===== src/rtl/prio_rr_pkg.sv =====
package prio_rr_pkg;

    localparam int unsigned NUM_MST = 8;
    localparam int unsigned LVL_W   = 3;
    localparam int unsigned IDX_W   = (NUM_MST > 1) ? $clog2(NUM_MST) : 1;
    localparam int unsigned PRIO_W  = NUM_MST * LVL_W;

    typedef logic [NUM_MST-1:0] mvec_t;
    typedef logic [LVL_W-1:0]   lvl_t;
    typedef lvl_t [NUM_MST-1:0] lvl_arr_t;
    typedef logic [IDX_W-1:0]   idx_t;

    // result of the level comparison: the top level and who holds it
    typedef struct packed {
        lvl_t  top_lvl;
        mvec_t top_vec;
    } tier_t;

    // result of the circular search
    typedef struct packed {
        logic  vld;
        idx_t  idx;
        mvec_t onehot;
    } pick_t;

    localparam idx_t RESET_OWNER = idx_t'(NUM_MST - 1);

    // lowest set bit of a vector (0 when empty)
    function automatic idx_t first_set(input mvec_t v);
        idx_t r;
        r = '0;
        for (int i = NUM_MST - 1; i >= 0; i--) begin
            if (v[i]) r = idx_t'(i);
        end
        return r;
    endfunction

    // indices strictly above the given owner
    function automatic mvec_t above_mask(input idx_t cur);
        mvec_t m;
        for (int i = 0; i < NUM_MST; i++) begin
            m[i] = (i > int'(cur));
        end
        return m;
    endfunction

endpackage


===== src/rtl/prio_rr_tier.sv =====
module prio_rr_tier
    import prio_rr_pkg::*;
(
    input  mvec_t    req_i,
    input  lvl_arr_t lvl_i,
    output tier_t    tier_o
);

    lvl_t  best;
    mvec_t hit;

    always_comb begin
        best = '0;
        for (int i = 0; i < NUM_MST; i++) begin
            if (req_i[i] && (lvl_i[i] > best)) best = lvl_i[i];
        end
        for (int i = 0; i < NUM_MST; i++) begin
            hit[i] = req_i[i] && (lvl_i[i] == best);
        end
    end

    assign tier_o = '{top_lvl: best, top_vec: hit};

endmodule


===== src/rtl/prio_rr_rotor.sv =====
module prio_rr_rotor
    import prio_rr_pkg::*;
(
    input  mvec_t cand_i,
    input  idx_t  cur_i,
    output pick_t pick_o
);

    mvec_t up_m;
    mvec_t up_c;
    mvec_t dn_c;
    mvec_t sel;

    assign up_m = above_mask(cur_i);
    assign up_c = cand_i & up_m;
    assign dn_c = cand_i & ~up_m;
    assign sel  = (|up_c) ? up_c : dn_c;

    always_comb begin
        pick_o.vld    = |sel;
        pick_o.idx    = first_set(sel);
        pick_o.onehot = pick_o.vld ? (mvec_t'(1) << pick_o.idx) : '0;
    end

    // a pick is always one of the candidates, and any candidate yields a pick
    always_comb begin
        if (pick_o.vld) begin
            p_pick_in_cand_r4: assert (cand_i[pick_o.idx]);
        end
        if (|cand_i) begin
            p_cand_gives_pick_r4: assert (pick_o.vld);
        end
    end

endmodule


===== src/rtl/prio_rr_arbiter.sv =====
module prio_rr_arbiter
    import prio_rr_pkg::*;
(
    input  logic                   clk,
    input  logic                   rst,
    input  logic [NUM_MST-1:0]     req_i,
    input  logic [NUM_MST*LVL_W-1:0] prio_i,
    output logic [IDX_W-1:0]       owner_o,
    output logic                   owner_vld_o
);

    lvl_arr_t lvl;
    tier_t    tier;
    pick_t    pick;

    // level field of master g
    for (genvar g = 0; g < NUM_MST; g++) begin : g_unpack
        assign lvl[g] = prio_i[g*LVL_W +: LVL_W];
    end

    prio_rr_tier u_tier (
        .req_i  (req_i),
        .lvl_i  (lvl),
        .tier_o (tier)
    );

    prio_rr_rotor u_rotor (
        .cand_i (tier.top_vec),
        .cur_i  (owner_o),
        .pick_o (pick)
    );

    always_ff @(posedge clk) begin
        if (rst) begin
            owner_o     <= RESET_OWNER;
            owner_vld_o <= 1'b0;
        end else begin
            owner_vld_o <= pick.vld;
            if (pick.vld) owner_o <= pick.idx;
        end
    end

    // winner holds the top level, and no requester exceeds it
    always_comb begin
        if (pick.vld) begin
            p_top_level_r3: assert (lvl[pick.idx] == tier.top_lvl);
            for (int i = 0; i < NUM_MST; i++) begin
                if (req_i[i]) begin
                    p_no_higher_r3: assert (lvl[i] <= lvl[pick.idx]);
                end
            end
        end
    end

    // a valid owner was requesting at the sampling edge
    p_win_requested_r2: assert property (@(posedge clk) disable iff (rst)
        owner_vld_o |-> ((($past(req_i) >> owner_o) & mvec_t'(1)) != '0));

    // no request leaves owner stable and valid low
    p_idle_hold_r6: assert property (@(posedge clk) disable iff (rst)
        !(|req_i) |=> (!owner_vld_o && $stable(owner_o)));

    // any request produces a valid owner one cycle later
    p_latency_r7: assert property (@(posedge clk) disable iff (rst)
        (|req_i) |=> owner_vld_o);

endmodule


===== config.mk =====
export PLATFORM = sky130hd
export DESIGN_NAME = prio_rr_arbiter
export DESIGN_NICKNAME = d
export VERILOG_FILES = /design/src/rtl/prio_rr_pkg.sv /design/src/rtl/prio_rr_tier.sv /design/src/rtl/prio_rr_rotor.sv /design/src/rtl/prio_rr_arbiter.sv
export SDC_FILE = /design/constraint.sdc
export NUM_CORES = 1
export LEC_CHECK = 0
export BUFFER_PORTS_ARGS = -buffer_cell sky130_fd_sc_hd__buf_2
export CORE_MARGIN = 5
export CORE_UTILIZATION = 45
export CTS_BUF_LIST = sky130_fd_sc_hd__clkbuf_16
export CTS_CLUSTER_SIZE = 8
export DETAILED_ROUTE_END_ITERATION = 10
export PLACE_DENSITY = 0.66
export SETUP_SLACK_MARGIN = 0.3
export SYNTH_ARGS = -nofsm -noshare
export SYNTH_HDL_FRONTEND = slang
export SYNTH_SLANG_ARGS = --single-unit

===== constraint.sdc =====
create_clock -name clk -period 16.9 [get_ports clk]
set_input_delay 2.535 -clock clk [delete_from_list [all_inputs] [get_ports clk]]
set_output_delay 2.535 -clock clk [all_outputs]
set_load 0.05 [all_outputs]

# --- Word-level counts from Yosys, hierarchy flattened ---
# Index checks and enable logic that the tools add are counted.
classes:
  div_mod_pow: 0
  multipliers: 0
  reduce_logical: 18
  n_eq_ne: 8
  magnitude_cmp: 15
  n_addsub: 0
  n_mux: 17
  shifts: 0
  bitwise_logic: 3
ops:
  columns: ["op", "count"]
  rows:
  - ["two-way mux 3 bit", 16]
  - ["== test 3 bit", 8]
  - ["> comparator 3 bit", 7]
  - ["AND 8 bit", 2]
  - ["logical AND 1 bit", 16]
  - ["OR reduction 8 bit", 2]
  - ["> comparator 3 bit, first input constant", 4]
  - ["two-way mux 8 bit", 1]
  - ["NOT 8 bit", 1]
  - ["> comparator 2 x 3 -> 1 bit, first input constant", 2]
  - ["> comparator 1 x 3 -> 1 bit, first input constant", 1]
  - ["> comparator 3 x 1 -> 1 bit, second input constant", 1]
word_totals:
  n_memories: 0
  out_inout_bits: 4
  latchBits: 0
  reg_bits: 4
  ramBits: 0
  romBits: 0

# --- Logic depth before layout (Yosys ltp) ---
# Gate-level depths: netlist (run 1).
logic_depth:
  ltp_word: 37
  depth_mapped: 57
  depth_no_buf: 57

# --- By module ---
# A second synthesis (run 1) with hierarchy kept.
hier_totals:
  hier_cells: 297
  area_unflattened_um2: 2243.4
by_module_without_submodules:
  columns: ["module", "cells_each", "area_each_um2", "n_inst"]
  rows:
  - ["prio_rr_tier", 222, 1630.3, 1]
  - ["prio_rr_rotor", 64, 481.7, 1]
  - ["prio_rr_arbiter", 11, 131.4, 1]

# --- Worst setup path after synthesis (run 1) ---
# No wires, ideal clock.
synth_path:
  path_type: "in2reg"
  startpoint: "input prio_i[2]"
  endpoint: "register owner_o[2]"
  stages: 56
  path_buffers: 0
  setup_time_ns: 0.114
  t_arrival_ns: 12.719
  setup_slack_ns: 4.067
  path_cell_list: "nand2_1 > ha_1 > nor2_1 > a31o_1 > nor2_1 > mux2_2 > ha_1 > nor2_1 > o311a_1 > a211oi_1 > or3_4 > nand2_1 > ha_1 > nor3b_1 > o211ai_1 > and3_1 > a31oi_4 > ha_1 > [... 20 more ...] > o31ai_2 > inv_1 > ha_1 > nor2b_1 > o21a_1 > o211ai_2 > nand2_1 > o221ai_2 > xor2_1 > nand3_1 > a31oi_1 > nor4b_2 > nor2_1 > o21ai_1 > a31oi_1 > a211o_1 > or2_0 > a21o_1"
synth_between:
  elab_chain_cells: 37
  word_cells_on_any_way: 53
  classes_between: "order compare (8); eq/ne (8); mux (17); bitwise (2); reduce/logical (18)"
synth_lines:
  columns: ["element", "line_no", "rtl"]
  rows:
  - ["start: declaration", "prio_rr_arbiter.sv:7", "input logic [NUM_MST*LVL_W-1:0] prio_i,"]
  - ["> comparator 3 x 1 -> 1 bit", "prio_rr_tier.sv:15", "if (req_i[i] && (lvl_i[i] > best)) best = lvl_i[i];"]
  - ["logical AND 1 bit", "prio_rr_tier.sv:15", null]
  - ["two-way mux 3 bit", "prio_rr_tier.sv:15", null]
  - ["> comparator 3 bit", "prio_rr_tier.sv:15", null]
  - ["logical AND 1 bit", "prio_rr_tier.sv:15", null]
  - ["two-way mux 3 bit", "prio_rr_tier.sv:15", null]
  - ["> comparator 3 bit", "prio_rr_tier.sv:15", null]
  - ["logical AND 1 bit", "prio_rr_tier.sv:15", null]
  - ["[... 14 more ...]", null, null]
  - ["logical AND 1 bit", "prio_rr_tier.sv:15", null]
  - ["two-way mux 3 bit", "prio_rr_tier.sv:15", null]
  - ["== test 3 bit", "prio_rr_tier.sv:18", "hit[i] = req_i[i] && (lvl_i[i] == best);"]
  - ["logical AND 1 bit", "prio_rr_tier.sv:18", null]
  - ["AND 8 bit", "prio_rr_rotor.sv:15", "assign up_c = cand_i & up_m;"]
  - ["OR reduction 8 bit", "prio_rr_rotor.sv:17", "assign sel = (|up_c) ? up_c : dn_c;"]
  - ["two-way mux 8 bit (*)", "prio_rr_rotor.sv:17", null]
  - ["two-way mux 3 bit (8 in series)", "prio_rr_pkg.sv:33", "if (v[i]) r = idx_t'(i);"]
  - ["end signal: assignment", "prio_rr_arbiter.sv:39", "if (pick.vld) owner_o <= pick.idx;"]
  - ["end: declaration", "prio_rr_arbiter.sv:8", "output logic [IDX_W-1:0] owner_o,"]
# Every way passes the cells marked *; elsewhere a longest branch is shown, timed or not.
# A chain may end at the register's enable or synchronous reset.

# --- Worst setup path after layout (run 1) ---
layout_path:
  startpoint: "input req_i[0]"
  endpoint: "register owner_o[2]"
layout_between:
  elab_chain_cells: 36
  word_cells_on_any_way: 52
  classes_between: "order compare (7); eq/ne (8); mux (17); bitwise (2); reduce/logical (18)"
layout_lines:
  columns: ["element", "line_no", "rtl"]
  rows:
  - ["start: declaration", "prio_rr_arbiter.sv:6", "input logic [NUM_MST-1:0] req_i,"]
  - ["logical AND 1 bit", "prio_rr_tier.sv:15", null]
  - ["two-way mux 3 bit", "prio_rr_tier.sv:15", null]
  - ["> comparator 3 bit", "prio_rr_tier.sv:15", null]
  - ["logical AND 1 bit", "prio_rr_tier.sv:15", null]
  - ["two-way mux 3 bit", "prio_rr_tier.sv:15", null]
  - ["> comparator 3 bit", "prio_rr_tier.sv:15", null]
  - ["logical AND 1 bit", "prio_rr_tier.sv:15", null]
  - ["two-way mux 3 bit", "prio_rr_tier.sv:15", null]
  - ["[... 13 more ...]", null, null]
  - ["logical AND 1 bit", "prio_rr_tier.sv:15", null]
  - ["two-way mux 3 bit", "prio_rr_tier.sv:15", null]
  - ["== test 3 bit", "prio_rr_tier.sv:18", null]
  - ["logical AND 1 bit", "prio_rr_tier.sv:18", null]
  - ["AND 8 bit", "prio_rr_rotor.sv:15", null]
  - ["OR reduction 8 bit", "prio_rr_rotor.sv:17", null]
  - ["two-way mux 8 bit (*)", "prio_rr_rotor.sv:17", null]
  - ["two-way mux 3 bit (8 in series)", "prio_rr_pkg.sv:33", null]
# Marked as above.

==> results of run 1 <==
## per-layer routing
layer | wire length [µm] | share of wire | GRT usage
met1 | 2870 | 0.46 | 0.2619
met5 | 0 | 0 | 0
met4 | 49 | 0.0079 | 0.02658
met3 | 298 | 0.048 | 0.02412
met2 | 2989 | 0.48 | 0.3428
## cells in the final DEF (no fill, tap or decap), types with 3 or more instances in the layout
master / count
buf_2: 37
nand2_1: 32
nor2_1: 24
inv_1: 18
nand3_1: 13
a21oi_1: 13
ha_1: 13
xor2_1: 10
xnor2_1: 9
o21ai_0: 8
nor3_1: 7
a31oi_1: 7
o211ai_1: 7
o31ai_2: 5
mux2_2: 5
a211o_1: 5
nor2_2: 4
and2_1: 4
and3_1: 4
o21bai_1: 4
nand4_1: 4
a211oi_1: 4
a21o_1: 4
o21a_1: 4
nor2b_1: 4
dfxtp_1: 4
nand2b_1: 3
o31ai_1: 3
a21boi_1: 3
o2111ai_1: 3
o21ai_2: 3
o21ai_1: 3
clkbuf_16: 3
## cell families (layout without fill, tap and decap cells)
kind of cell	Yosys count	after routing	synth area share
buffers and inverters	26	59	0.04286
DFF	4	4	0.03473
xor gates and xnor gates	20	20	0.07922
and+or+nand+nor	118	118	0.2860
adders and majority gates	13	13	0.07054
AOI/OAI and AO/OA	113	113	0.4580
muxes	6	6	0.02876
## power by group through the flow
stage | Sequential, mW | Clock (mW) | Combinational [mW]
after floorplan | 0.0309 | 0 | 0.151
after global placement | 0.0238 | 0 | 0.195
after detailed placement | 0.0243 | 0 | 0.197
after CTS | 0.0240 | 0.0373 | 0.199
after global routing | 0.0262 | 0.0382 | 0.220
final | 0.0245 | 0.0365 | 0.199
## synth_stat cells, types with 5 or more instances
library cell | number | area share
mux2_2 | 5 | 0.024
xnor2_1 | 9 | 0.034
a31oi_1 | 7 | 0.019
a211o_1 | 5 | 0.019
nand3_1 | 13 | 0.028
a21oi_1 | 13 | 0.028
nor2_1 | 24 | 0.039
inv_1 | 18 | 0.029
o21ai_0 | 8 | 0.017
nor3_1 | 7 | 0.015
o211ai_1 | 7 | 0.023
xor2_1 | 10 | 0.038
nand2_1 | 32 | 0.052
ha_1 | 13 | 0.071
o31ai_2 | 5 | 0.027
## final cells by class
class                   instances  area [µm²]  area share
inverters                      19       71.32     0.02716
flip-flops and latches          4       80.08     0.03049
multi-input cells             270        2127      0.8099
clock buffers                   3       75.07     0.02859
well taps                      70       87.58     0.03335
repair buffers                 37       185.2     0.07051
## worst max-delay path by stage
| stage | endpoint |
|---|---|
| 6_report | owner_o[2]$_SDFFE_PP1P_ |
| 2_1_floorplan | owner_o[2]$_SDFFE_PP1P_ |
| 3_3_place_gp | owner_o[2]$_SDFFE_PP1P_ |
| 3_5_place_dp | owner_o[2]$_SDFFE_PP1P_ |
| 4_1_cts | owner_o[2]$_SDFFE_PP1P_ |
| 5_1_grt | owner_o[2]$_SDFFE_PP1P_ |
## registers in the layout (all words and copies together) (netlist names)
signal       flops
owner_o          3
owner_vld_o      1
## per-stage QoR
stage | hold slack (ns) | utilization | cells
CTS | 0.9377 | 0.5208 | 403
detailed placement | 0.9344 | 0.5060 | 400
floorplan | 1.083 | - | 300
global route | 1.020 | 0.5208 | 403
global placement | 0.9233 | 0.5060 | 400
finish | 0.9638 | 0.5208 | 403
## tightest hold or removal path: cells and delay by family, from the launching register on
kind	cells	cell delay (ns)
AOI/OAI and AO/OA	2	0.16
and+or+nand+nor	2	0.33
DFF	1	0.41
==> impl_metrics.tcl, run 1 <==
set metrics [dict create \
    worstReg2RegStart "owner_o[1]$_SDFFE_PP1P_" \
    swShare 0.5232 \
    p_seq_frac 0.094 \
    grt_usage 0.1958 \
    drive_gt1_frac 0.2733 \
    yosysSeqAreaShare 0.03473 \
    power_density_nw_per_um2 98.86 \
    ys_types 80 \
    drtIter0Drc 128 \
    numCtsBuffers 3 \
    fp.dieW_um 81.59 \
    grt_max_degree 17 \
    cts_root_buffer "clkbuf_16" \
    core_region_area_um2 5042 \
    path_class "in -> reg" \
    synthesis.instances 300 \
    worstMarginPinSlew_ns 0.5943 \
    leakage_nw 1.126 \
    hold_viol_final 0 \
    grt_pass1_wl_um 10680 \
    synthFlopType "dfxtp_1" \
    drv_slew 0 \
    crit_start "req_i[0]" \
    max_cap_viol_count 0 \
    cp_slowest_cell "o221ai_2" \
    stdcell_area_um2 2626 \
    die_y_um 81.59 \
    skew_ns 0.002335 \
    synth_edf_count 0 \
    hold_buffers 0 \
    worst_setup_path_start_kind "primary input" \
    hold_end "owner_o[1]$_SDFFE_PP1P_" \
    setup_viol 0 \
    pwr-share-clk 0.141 \
    cp_num_buf_inv 3 \
    final.setup.tns_ns 0 \
    gp_congestion 0.9144 \
    clockBufferDepth 2 \
    routedWlPerCell_um 15.40 \
    final.period_utilization 0.8374 \
    yosysWarnings 0 \
    switching_power_mw 0.1358 \
    ant_nets 0 \
    setup_ws_ns 2.747 \
    path_clk_slew_ns 0.03 \
    die_area_um2 6656 \
    crit_fanout 10 \
    max_stage_delay_ns 0.57 \
    first_global_vias 2349 \
    cts_tree "built" \
    drc 0 \
    via_per_inst 5.988 \
    async_flop_share 0 \
    nNetsFinal 382 \
    vdd_drop_max_mv 0.06442 \
    place_area_um2 2551 \
    power.total_mw 0.2596 \
    status "finished clean" \
    drt-pass1-iter-count 4 \
    reg2reg_depth 6 \
    htreeDepth 1 \
    syn_to_final_growth_pct 13.89 \
    worstHoldPathType "reg -> reg" \
    start_util 0.4573 \
    netlist_area_um2 2306 \
    power_frac_comb 0.765 \
    worstSetupEndpointType "flip-flop" \
    dp_hpwl_um 5122 \
    clk_latency_ns 0.22 \
    antenna_found_initial 0 \
    synth-seq-cells 4 \
    intPower_mw 0.1238 \
    fmax_mhz 70.66 \
    syn-mean-instance-area_um2 7.687 \
    routed_wl_um 6207 \
    grt_overflow 0 \
    crit_family "compound AO/OA/AOI/OAI gates" \
    cts.sinks 4 \
    ctsResizeCount 0 \
    num_rows 26 \
    reg2reg_setup_slack_ns 14.83 \
    min-delay-start "owner_o[1]$_SDFFE_PP1P_" \
    min_period_ns 14.15 \
    n_antenna_cell 0 \
    ios 38 \
    rsz0062_at_grt "false" \
    min_path_cells 4 \
    crit_required_ns 17.02 \
    reg2reg_to "owner_o[0]$_SDFFE_PP1P_" \
    syn_nets 347 \
    io_buffers 37 \
    slew_headroom 0.6038 \
    crit_arrival_ns 14.27 \
    vias 2413 \
    cp.depth 57 \
    final.fill_count 515 \
    dp_slack_ns 2.496 \
    cts_setup_buffers 0 \
]
Power figures use the tool's default switching activity.
==> run 2: changes to the inputs <==
PLACE_DENSITY = 0.69   (was 0.66)
clock period = 12 ns   (was 16.9 ns; I/O delays follow)
==> impl_metrics.tcl, run 2 (same netlist as run 1, synthesis figures left out) <==
set metrics [dict create \
    io_buffers 37 \
    worstMarginPinSlew_ns 0.6140 \
    gp_congestion 0.8768 \
    path_class "in -> reg" \
    grt_max_degree 17 \
    via_per_inst 5.900 \
    final.period_utilization 0.9448 \
    num_rows 26 \
    routedWlPerCell_um 15.76 \
    clockBufferDepth 2 \
    cp_slowest_cell "or3_4" \
    cts_tree "built" \
    layout_common_cells "56 x buf_4, 36 x buf_2, 24 x nand2_1, 19 x nor2_1, 17 x inv_1" \
    power_density_nw_per_um2 137.5 \
    grt_pass1_wl_um 11050 \
    nNetsFinal 437 \
    vias 2702 \
    grt_overflow 0 \
    htreeDepth 1 \
    status "finished clean" \
    antenna_found_initial 0 \
    leakage_nw 1.430 \
    routed_wl_um 7216 \
    fp.dieW_um 81.59 \
    drt-pass1-iter-count 4 \
    crit_required_ns 12.11 \
    slew_headroom 0.5901 \
    clk_latency_ns 0.23 \
    reg.largest.list "owner_o: 3 flops, owner_vld_o: 1 flops" \
    hold_buffers 0 \
    cts_root_buffer "clkbuf_16" \
    ios 38 \
    min_period_ns 11.34 \
    worstSetupEndpointType "flip-flop" \
    drv_slew 0 \
    worst_setup_path_start_kind "primary input" \
    start_util 0.4573 \
    first_global_vias 2495 \
    largest_register "owner_o" \
    drive_gt1_frac 0.4742 \
    die_y_um 81.59 \
    path_common_cell "ha_4" \
    ant_nets 0 \
    drc 0 \
    setup_viol 0 \
    max_cap_viol_count 0 \
    vdd_drop_max_mv 0.1058 \
    crit_fanout 6 \
    n_antenna_cell 0 \
    place_area_um2 2948 \
    core_region_area_um2 5042 \
    skew_ns 0.004047 \
    dp_hpwl_um 5546 \
    worstHoldPathType "reg -> reg" \
    path_clk_slew_ns 0.03 \
    syn_to_final_growth_pct 46.28 \
    stdcell_area_um2 3373 \
    hold_viol_final 0 \
    max_stage_delay_ns 0.35 \
    final.setup.tns_ns 0 \
    final_cells 458 \
    fmax_mhz 88.20 \
    rsz0062_at_grt "false" \
    numCtsBuffers 3 \
    dp_cells 447 \
    mostFrequentLayoutCell "buf_4" \
    drtIter0Drc 137 \
    die_area_um2 6656 \
    crit_arrival_ns 11.45 \
    power.total_mw 0.4640 \
    final.fill_count 412 \
    largest_reg_flops 3 \
    grt_usage 0.2049 \
    cts.sinks 4 \
]
## run 2: changes by cell type in the layout (fill, tap and decap cells not counted), sizes merged
cell,delta
buf,+55
## run 2: critical path, delay by kind of cell
kind	cells	cell delay (ns)
buf+inv	5	0.56
compound gates	21	4.07
simple gates	23	3.11
mux	1	0.31
fa+ha+maj	7	1.61
## run 2: final timing paths
kind	start	to	slack, ns	cells after the start
min	owner_o[2]$_SDFFE_PP1P_	owner_o[2]$_SDFFE_PP1P_	1.01	2
min reg2reg	owner_o[2]$_SDFFE_PP1P_	owner_o[2]$_SDFFE_PP1P_	1.01	2
max	req_i[0]	owner_o[0]$_SDFFE_PP1P_	0.66	57
max reg2reg	owner_o[1]$_SDFFE_PP1P_	owner_o[0]$_SDFFE_PP1P_	9.76	6
## run 2: per-layer routing
layer  routed length (µm)  global-route usage  up-vias
met3                  334             0.01096       12
met2                 3644              0.3599       88
li1                     -                   -     1330
met4                   87             0.06312        0
met1                 3149              0.2678     1272
met5                    0                   0        -
## run 2: report_power, final
| group | total, mW | internal (mW) | switching, mW |
|---|---|---|---|
| logic | 0.375 | 0.174 | 0.201 |
| clock network | 0.0526 | 0.0426 | 0.00997 |
| registers | 0.0364 | 0.0193 | 0.0170 |
## run 2: what timing repair did
action	4_1_cts	5_1_grt
pin swaps	1	43
buffers inserted	0	8
endpoints found under the hold margin	0	0
gates resized for setup	6	46
setup endpoints to repair	4	4
## run 2: cell type report
class | instances | area, µm² | share of cell area
clock buffers | 3 | 75.07 | 0.02226
inverters | 19 | 71.32 | 0.02114
repair buffers | 92 | 600.6 | 0.1780
well taps | 70 | 87.58 | 0.02596
multi-input cells | 270 | 2459 | 0.7289
flip-flops and latches | 4 | 80.08 | 0.02374
## run 2: metrics by stage
stage                       util  worst slack, ns  hold WS (ns)
after CTS                 0.6062           0.3238        0.9401
after global placement    0.5846           0.1125        0.9250
after detailed placement  0.5846          -0.1447        0.9404
final                     0.6690           0.6627         1.007
after global routing      0.6690           0.1519         1.047
after floorplan                -           0.3252         1.083
==> run 3: changes to the inputs <==
CORE_UTILIZATION = 50   (was 45)
PLACE_DENSITY = 0.75   (was 0.69)
==> impl_metrics.tcl, run 3 (same netlist as run 1, synthesis figures left out) <==
set metrics [dict create \
    power_density_nw_per_um2 142.2 \
    crit_arrival_ns 11.59 \
    place_area_um2 2730 \
    drive_gt1_frac 0.4744 \
    worstHoldPathType "reg -> reg" \
    drv_slew 0 \
    path_class "in -> reg" \
    grt_usage 0.2107 \
    grt_max_degree 17 \
    skew_ns 0.001016 \
    largest_register "owner_o" \
    ant_nets 0 \
    vias 2824 \
    via_per_inst 6.676 \
    nNetsFinal 420 \
    max_stage_delay_ns 0.36 \
    min_path_cells 3 \
    clockBufferDepth 2 \
    largest_reg_flops 3 \
    dp_cells 403 \
    rsz0062_at_grt "false" \
    final.period_utilization 0.9560 \
    final.setup.tns_ns 0 \
    crit_required_ns 12.11 \
    routedWlPerCell_um 18.90 \
    drtIter0Drc 219 \
    dp_hpwl_um 5271 \
    worst_setup_path_start_kind "primary input" \
    min_period_ns 11.47 \
    setup_viol 0 \
    die_y_um 77.91 \
    final_cells 423 \
    start_util 0.5224 \
    reg2reg_depth 5 \
    crit_fanout 5 \
    slew_headroom 0.5955 \
    num_rows 24 \
    core_region_area_um2 4414 \
    antenna_found_initial 0 \
    hold_viol_final 0 \
    dp_slack_ns -0.07806 \
    routed_wl_um 7996 \
    path_common_cell "ha_4" \
    cts.sinks 4 \
    reg.largest.list "owner_o: 3 flops, owner_vld_o: 1 flops" \
    clk_latency_ns 0.22 \
    die_area_um2 6070 \
    htreeDepth 1 \
    layout_common_cells "39 x buf_4, 36 x buf_2, 24 x nand2_1, 18 x nor2_1, 17 x inv_1" \
    grt_overflow 0 \
    numCtsBuffers 3 \
    status "finished clean" \
    mostFrequentLayoutCell "buf_4" \
    power.total_mw 0.4648 \
    vdd_drop_max_mv 0.07112 \
    drc 0 \
    syn_to_final_growth_pct 41.78 \
    cp_slowest_cell "or3_4" \
    n_antenna_cell 0 \
    leakage_nw 1.357 \
    ios 38 \
    path_clk_slew_ns 0.03 \
    max_cap_viol_count 0 \
    cts_tree "built" \
    worstMarginPinSlew_ns 0.6059 \
    grt_pass1_wl_um 10970 \
    cts_root_buffer "clkbuf_16" \
    fp.dieW_um 77.91 \
    fmax_mhz 87.17 \
    stdcell_area_um2 3269 \
    first_global_vias 2397 \
    setup_ws_ns 0.5284 \
    drt-pass1-iter-count 4 \
    gp_congestion 0.9437 \
    worstSetupEndpointType "flip-flop" \
    hold_buffers 0 \
    io_buffers 37 \
]
run 3: metal layers:
layer / part of all wire / up-vias / wire length (µm) / global-route usage
met4: 0.028 / 0 / 221 / 0.04899
li1: - / 1303 / - / -
met3: 0.059 / 31 / 471 / 0.01505
met1: 0.41 / 1369 / 3311 / 0.2922
met5: 0 / - / 0 / 0
met2: 0.50 / 121 / 3992 / 0.3539
run 3: worst paths after layout:
kind                            from                      end  slack [ns]
max                        prio_i[2]  owner_o[2]$_SDFFE_PP1P_        0.53
min          owner_o[0]$_SDFFE_PP1P_  owner_o[0]$_SDFFE_PP1P_        1.01
max reg2reg  owner_o[2]$_SDFFE_PP1P_  owner_o[0]$_SDFFE_PP1P_        9.85
min reg2reg  owner_o[0]$_SDFFE_PP1P_  owner_o[0]$_SDFFE_PP1P_        1.01
run 3: area by class of cell:
class	instances	area, µm²
clock buffers	3	75.07
fillers	302	1145
multi-input cells	270	2505
flip-flops and latches	4	80.08
inverters	19	71.32
repair buffers	75	473.0
well taps	52	65.06
run 3: timing repair:
| action | CTS | global route |
|---|---|---|
| endpoints found under the setup margin | 4 | 4 |
| buffers inserted | 3 | 14 |
| endpoints found under the hold margin | 0 | 0 |
| gates resized for setup | 7 | 54 |
| pin swaps | 4 | 39 |
run 3: per-stage QoR:
step / hold slack [ns] / utilization
3_5_place_dp: 0.9168 / 0.6185
5_1_grt: 1.068 / 0.7406
2_1_floorplan: 1.083 / -
6_report: 1.006 / 0.7406
3_3_place_gp: 0.9091 / 0.6185
4_1_cts: 0.9274 / 0.6480
run 3: critical path: cells and delay by family:
kind | cells | cell delay [ns]
AO/OA/AOI/OAI | 22 | 4.54
AND/OR/NAND/NOR | 19 | 2.60
adder cells (fa/ha/maj) | 7 | 1.64
multiplexers | 2 | 0.61
XOR/XNOR | 1 | 0.22
buffers and inverters | 2 | 0.18
run 3: power by group:
group	internal, mW	switching [mW]	total (mW)
Clock	0.0425	0.00881	0.0513
Combinational	0.168	0.210	0.377
Sequential	0.0194	0.0168	0.0361
Total	0.230	0.235	0.465
